[src/rtl/rxp_pkg.sv]
package rxp_pkg;

    typedef enum logic [2:0] {
        ST_HUNT,
        ST_SFD,
        ST_LEN,
        ST_BODY,
        ST_SKIP
    } rx_state_t;

    // One byte through a reflected CRC-16 (x^16+x^12+x^5+1), LSB first.
    function automatic logic [15:0] crc16_byte(input logic [15:0] c_in,
                                               input logic [7:0]  d);
        logic [15:0] c;
        c = c_in;
        for (int b = 0; b < 8; b++) begin
            if (c[0] ^ d[b]) c = (c >> 1) ^ 16'h8408;
            else             c = c >> 1;
        end
        return c;
    endfunction

endpackage

[src/rtl/rxp_crc16.sv]
module rxp_crc16 #(
    parameter logic [15:0] INIT = 16'h0000
) (
    input  logic        clk,
    input  logic        rst_n,
    input  logic        clr,
    input  logic        en,
    input  logic [7:0]  din,
    output logic [15:0] crc_next
);
    import rxp_pkg::*;

    logic [15:0] crc_q;

    assign crc_next = crc16_byte(crc_q, din);

    always_ff @(posedge clk or negedge rst_n) begin
        if (!rst_n)   crc_q <= INIT;
        else if (clr) crc_q <= INIT;
        else if (en)  crc_q <= crc_next;
    end

endmodule

[src/rtl/rxp_frame_ram.sv]
module rxp_frame_ram #(
    parameter int DEPTH = 128,
    parameter int DW    = 8,
    localparam int AW   = $clog2(DEPTH)
) (
    input  logic          clk,
    input  logic          we,
    input  logic [AW-1:0] waddr,
    input  logic [DW-1:0] wdata,
    input  logic [AW-1:0] raddr,
    output logic [DW-1:0] rdata
);
    logic [DW-1:0] mem [DEPTH];

    always_ff @(posedge clk) begin
        if (we) mem[waddr] <= wdata;
        rdata <= mem[raddr];
    end

endmodule

[src/rtl/rx_frame_parser.sv]
module rx_frame_parser #(
    parameter int          PRE_LEN   = 4,
    parameter logic [7:0]  PRE_BYTE  = 8'h00,
    parameter logic [7:0]  SFD_BYTE  = 8'hA7,
    parameter int          MIN_LEN   = 2,
    parameter int          MAX_LEN   = 127,
    parameter int          BUF_DEPTH = 128,
    localparam int         AW        = $clog2(BUF_DEPTH)
) (
    input  logic          clk,
    input  logic          rst_n,
    input  logic          byte_valid,
    input  logic [7:0]    byte_data,
    input  logic          stream_mode,
    input  logic          host_ack,
    input  logic [AW-1:0] buf_rd_addr,
    output logic [7:0]    buf_rd_data,
    output logic          word_valid,
    output logic [7:0]    word_data,
    output logic          irq_frame,
    output logic [7:0]    stat_len,
    output logic          stat_crc_ok,
    output logic          stat_len_err,
    output logic          stat_overrun
);
    import rxp_pkg::*;

    localparam int             PCW      = (PRE_LEN > 1) ? $clog2(PRE_LEN) : 1;
    localparam logic [PCW-1:0] PRE_LAST = PCW'(PRE_LEN - 1);
    localparam logic [7:0]     LEN_MIN  = 8'(MIN_LEN);
    localparam logic [7:0]     LEN_MAX  = 8'(MAX_LEN);

    rx_state_t      state_q, state_d;
    logic [PCW-1:0] pre_cnt_q;
    logic [7:0]     len_q;
    logic [7:0]     idx_q;
    logic           stream_q;
    logic           pending_q;

    logic           len_ok;
    logic           last_byte;
    logic           busy;
    logic           is_pre;
    logic [15:0]    crc_next;
    logic           crc_clr;
    logic           crc_en;
    logic           ram_we;

    assign len_ok    = (byte_data >= LEN_MIN) && (byte_data <= LEN_MAX);
    assign last_byte = (idx_q == (len_q - 8'd1));
    assign busy      = pending_q && !host_ack;
    assign is_pre    = (byte_data == PRE_BYTE);

    // ---------------- state register ----------------
    always_ff @(posedge clk or negedge rst_n) begin
        if (!rst_n) state_q <= ST_HUNT;
        else        state_q <= state_d;
    end

    // ---------------- next state ----------------
    always_comb begin
        state_d = state_q;
        if (byte_valid) begin
            unique case (state_q)
                ST_HUNT: if (is_pre && (pre_cnt_q == PRE_LAST)) state_d = ST_SFD;
                ST_SFD:  state_d = (byte_data == SFD_BYTE) ? ST_LEN : ST_HUNT;
                ST_LEN: begin
                    if (!len_ok)   state_d = ST_HUNT;
                    else if (busy) state_d = ST_SKIP;
                    else           state_d = ST_BODY;
                end
                ST_BODY: if (last_byte) state_d = ST_HUNT;
                ST_SKIP: if (last_byte) state_d = ST_HUNT;
                default: state_d = ST_HUNT;
            endcase
        end
    end

    // ---------------- outputs and datapath ----------------
    always_ff @(posedge clk or negedge rst_n) begin
        if (!rst_n) begin
            pre_cnt_q    <= '0;
            len_q        <= '0;
            idx_q        <= '0;
            stream_q     <= 1'b0;
            pending_q    <= 1'b0;
            word_valid   <= 1'b0;
            word_data    <= '0;
            stat_len     <= '0;
            stat_crc_ok  <= 1'b0;
            stat_len_err <= 1'b0;
            stat_overrun <= 1'b0;
        end else begin
            word_valid <= 1'b0;
            if (host_ack) begin
                pending_q    <= 1'b0;
                stat_len     <= '0;
                stat_crc_ok  <= 1'b0;
                stat_len_err <= 1'b0;
                stat_overrun <= 1'b0;
            end
            if (byte_valid) begin
                unique case (state_q)
                    ST_HUNT: begin
                        if (!is_pre || (pre_cnt_q == PRE_LAST)) pre_cnt_q <= '0;
                        else                                    pre_cnt_q <= pre_cnt_q + 1'b1;
                    end
                    ST_SFD: pre_cnt_q <= '0;
                    ST_LEN: begin
                        len_q    <= byte_data;
                        idx_q    <= '0;
                        stream_q <= stream_mode;
                        if (busy) begin
                            stat_overrun <= 1'b1;
                        end else if (!len_ok) begin
                            pending_q    <= 1'b1;
                            stat_len     <= byte_data;
                            stat_len_err <= 1'b1;
                            stat_crc_ok  <= 1'b0;
                        end
                    end
                    ST_BODY: begin
                        idx_q <= idx_q + 8'd1;
                        if (stream_q) begin
                            word_valid <= 1'b1;
                            word_data  <= byte_data;
                        end
                        if (last_byte) begin
                            pending_q    <= 1'b1;
                            stat_len     <= len_q;
                            stat_crc_ok  <= (crc_next == 16'h0000);
                            stat_len_err <= 1'b0;
                        end
                    end
                    ST_SKIP: idx_q <= idx_q + 8'd1;
                    default: pre_cnt_q <= '0;
                endcase
            end
        end
    end

    assign irq_frame = pending_q;

    // ---------------- check-sequence unit ----------------
    // Running the CRC over the body including the check bytes leaves zero on a match.
    assign crc_clr = byte_valid && (state_q == ST_LEN);
    assign crc_en  = byte_valid && (state_q == ST_BODY);

    rxp_crc16 #(.INIT(16'h0000)) u_crc (
        .clk      (clk),
        .rst_n    (rst_n),
        .clr      (crc_clr),
        .en       (crc_en),
        .din      (byte_data),
        .crc_next (crc_next)
    );

    // ---------------- receive buffer ----------------
    assign ram_we = byte_valid && (state_q == ST_BODY) && !stream_q;

    rxp_frame_ram #(.DEPTH(BUF_DEPTH), .DW(8)) u_ram (
        .clk   (clk),
        .we    (ram_we),
        .waddr (idx_q[AW-1:0]),
        .wdata (byte_data),
        .raddr (buf_rd_addr),
        .rdata (buf_rd_data)
    );

endmodule

[config.mk]
export PLATFORM = sky130hd
export DESIGN_NAME = rx_frame_parser
export DESIGN_NICKNAME = d
export VERILOG_FILES = /design/src/rtl/rxp_pkg.sv /design/src/rtl/rxp_crc16.sv /design/src/rtl/rxp_frame_ram.sv /design/src/rtl/rx_frame_parser.sv
export SDC_FILE = /design/constraint.sdc
export NUM_CORES = 1
export LEC_CHECK = 0
export ABC_AREA = 1
export BUFFER_PORTS_ARGS = -buffer_cell sky130_fd_sc_hd__buf_2
export CORE_MARGIN = 2
export CORE_UTILIZATION = 50
export CTS_CLUSTER_SIZE = 20
export DETAILED_ROUTE_END_ITERATION = 8
export HOLD_SLACK_MARGIN = 0.03
export PLACE_DENSITY = 0.65
export SLEW_MARGIN = 20
export SYNTH_ARGS = -nofsm -noshare
export SYNTH_HDL_FRONTEND = slang
export SYNTH_SLANG_ARGS = --single-unit
[constraint.sdc]
create_clock -name clk -period 6 [get_ports clk]
set_input_delay 1.2 -clock clk [delete_from_list [all_inputs] [get_ports clk]]
set_output_delay 1.2 -clock clk [all_outputs]
set_load 0.02 [all_outputs]
==> flow_summary.json <==
{
  "cpPeakStageDelay_ns": 0.98,
  "rsz0062_at_grt": "no",
  "ios": 49,
  "antenna_found_initial": 5,
  "top_layer": "met5",
  "clk_pin_slew_ns": 0.06,
  "finalSetupTns_ns": 0,
  "path_cells": "buf_2 -> inv_1 -> nor2_4 -> inv_2 -> nor2_8 -> nand4_2 -> nor2_1",
  "die_x_um": 304.3,
  "crit_family": "simple AND/OR/NAND/NOR gates",
  "whs_ns": 0.4802,
  "cts_root_buf": "clkbuf_16",
  "synth_ff_type": "edfxtp_1",
  "yosysWarnings": 0,
  "p_leak_nw": 17.57,
  "critPathArrivalTime_ns": 4.11,
  "worstMarginPinSlew_ns": 1.153,
  "synth-seq-area-share_pct": 71.84,
  "worstPathBufferInverterCount": 3,
  "syn2layout_area_growth_pct": 10.18,
  "ys_types": 48,
  "critical_path.slowest_cell": "nor2_1",
  "worstSkewPairLatency_ns": 0.70,
  "portBuffers": 48,
  "drive_gt1_share_pct": 7.087,
  "slew_violations": 0,
  "cts.sinks": 1091,
  "async_reset_ff_share_pct": 5.408,
  "drtIter0Drc": 3732,
  "synth.top_cells.by_count": "1024 x edfxtp_1, 892 x nand2_1, 525 x nand3_1, 412 x nor2_1, 296 x o21ai_0",
  "final_antenna_net_count": 0,
  "netlist_area_um2": 45080,
  "cp-end-kind": "flop",
  "critPathLaunchType": "input pin",
  "hold_viol_final": 0,
  "yosys_register_bits": 1091,
  "dieArea_um2": 92580,
  "fin_crit_sh_pct": 63.40,
  "cp_max_fo": 15,
  "powerDensity_nw_per_um2": 323.7,
  "cts_buffers": 108,
  "yosys.area.top_type_share_pct": 68.21,
  "grt_max_degree": 233,
  "worstSetupPathType": "input pin to flop",
  "grt_pass1_vias": 28500,
  "via_per_inst": 5.823,
  "die_h_um": 304.3,
  "skew_ns": 0.03974,
  "grt_use_total_pct": 25.18,
  "synthesis.nets": 3954,
  "dr_wl_met2_um": 53540,
  "max_freq_ghz": 0.2629,
  "synth.most_common_cell": "edfxtp_1",
  "cts-resized-gates": 0,
  "clockBufferDepth": 3,
  "crit_required_ns": 6.31,
  "ir_drop_mv": 0.2187,
  "ctsHoldBuffers": 0,
  "gp_routability_congestion": 0.8941,
  "rows": 110,
  "setup_viol": 0,
  "dr_wl_met3_um": 9657,
  "synth_enable_flop_cells": 1024,
  "wire_per_inst_um": 22.82,
  "timing.slew.headroom_pct": 22.93,
  "status": "complete, no violations",
  "synth_area_leaders": "edfxtp_1 68%, nand2_1 7.4%, nand3_1 5.8%, nor2_1 3.4%, o21ai_0 3.3%",
  "grt_first_pass_wirelength_um": 176900,
  "maxCapViolCount": 0,
  "post_synth.cell_area_avg_um2": 11.47,
  "initial_core_util_pct": 50.24,
  "hold_class": "flop to flop",
  "drc": 0,
  "synth_cells": 3931,
  "post-cts-setup-buffer-count": 0,
  "min_period_ns": 3.804,
  "via_count": 30020,
  "wl_met1_um": 50450,
  "synth_top_cell_by_area": "edfxtp_1",
  "dp_hpwl_um": 66010,
  "core_area_um2": 89740,
  "wl_um": 117700,
  "nNetsFinal": 3909,
  "drt_first_pass_iters": 6,
  "grt-ovfl-total": 0,
  "cts_tree": "built",
  "cts_max_level": 3
}
[worst reg2reg max path: cells and delay by family, from the launching register on]
family | cells | cell delay, ns
simple gates | 5 | 2.48
flops | 1 | 0.44
buf+inv | 2 | 0.27
[area by class of cell]
type	count	area, µm²
fill	7535	40070
clock buffer	150	2994
sequential	1091	32390
timing repair buffer	89	656.9
clock inverter	53	533.0
multi-input combinational	2457	11080
inverter	139	541.8
tap	1176	1471
antenna	1	2.502
[layout by cell type (no fill, tap or decap), drive strengths merged]
| master | count |
|---|---|
| a21oi | 74 |
| o221ai | 1 |
| nand3b | 3 |
| diode | 1 |
| mux2i | 1 |
| o221a | 1 |
| edfxtp | 1024 |
| clkinv | 39 |
| dfrtp | 59 |
| nor3 | 7 |
| nor2 | 419 |
| a31oi | 2 |
| xnor2 | 6 |
| nor4 | 4 |
| o22ai | 138 |
| o31ai | 1 |
| dfxtp | 8 |
| o41ai | 1 |
| or2 | 1 |
| o21ai | 350 |
| clkinvlp | 5 |
| o211ai | 4 |
| xor2 | 4 |
| ha | 3 |
| a21boi | 1 |
| inv | 139 |
| buf | 89 |
| a32o | 1 |
| a2111oi | 1 |
| nand4 | 6 |
| nand2 | 902 |
| nand3 | 526 |
| clkbuf | 150 |
| bufinv | 9 |
[registers in the layout (all words and copies together), names as in the netlist, 2 cells and up]
| name | flops |
|---|---|
| u_ram.rdata | 8 |
| state_q | 3 |
| stat_len | 8 |
| word_data | 8 |
| pre_cnt_q | 2 |
| u_ram.mem | 1024 |
| idx_q | 8 |
| len_q | 8 |
| u_crc.crc_q | 16 |
[report_power, final]
| part | switching (mW) | internal [mW] | total [mW] |
|---|---|---|---|
| clock network | 2.87 | 3.87 | 6.75 |
| logic | 0.736 | 0.232 | 0.968 |
| registers | 0.0228 | 8.34 | 8.36 |
[layer usage]
| layer | vias to the layer above | GRT usage [%] |
|---|---|---|
| li1 | 13820 | - |
| met1 | 14620 | 37.06 |
| met2 | 1368 | 38.94 |
| met3 | 213 | 2.939 |
| met4 | 2 | 9.199 |
| met5 | - | 0 |
[through the flow]
stage	area [µm²]	instances	utilization [%]	worst slack (ns)	power, mW
floorplan	45080	3931	-	2.837	9.073
global placement	46120	4952	51.40	1.671	9.468
detailed placement	46120	4952	51.40	1.583	9.477
CTS	49650	5155	55.33	2.302	16.13
global route	49660	5155	55.34	2.079	16.51
finish	49670	5156	55.35	2.196	16.08
[worst paths after layout]
path,slack (ns),end,start,cells past startpoint
min,0.48,pre_cnt_q[0],pre_cnt_q[0],1
max,2.20,u_ram.mem[21][1],byte_valid,7
min reg2reg,0.48,pre_cnt_q[0],pre_cnt_q[0],1
max reg2reg,2.44,u_ram.mem[21][1],state_q[2],7
max in group asynchronous,4.79,u_crc.crc_q[9],rst_n,2
min in group asynchronous,0.67,irq_frame,rst_n,2
[cell families (layout without fill, tap and decap cells)]
group	count (synthesis)	count (layout)	synth area share [%]
AND/OR/NAND/NOR	1868	1868	17.36
flip-flops	1091	1091	71.84
AO/OA/AOI/OAI	575	575	6.875
buffers and inverters	383	431	3.622
XOR/XNOR	10	10	0.1943
adder cells (fa/ha/maj)	3	3	0.08328
multiplexers	1	1	0.02221
other	0	1	0
(Power assumes the default switching activity.)
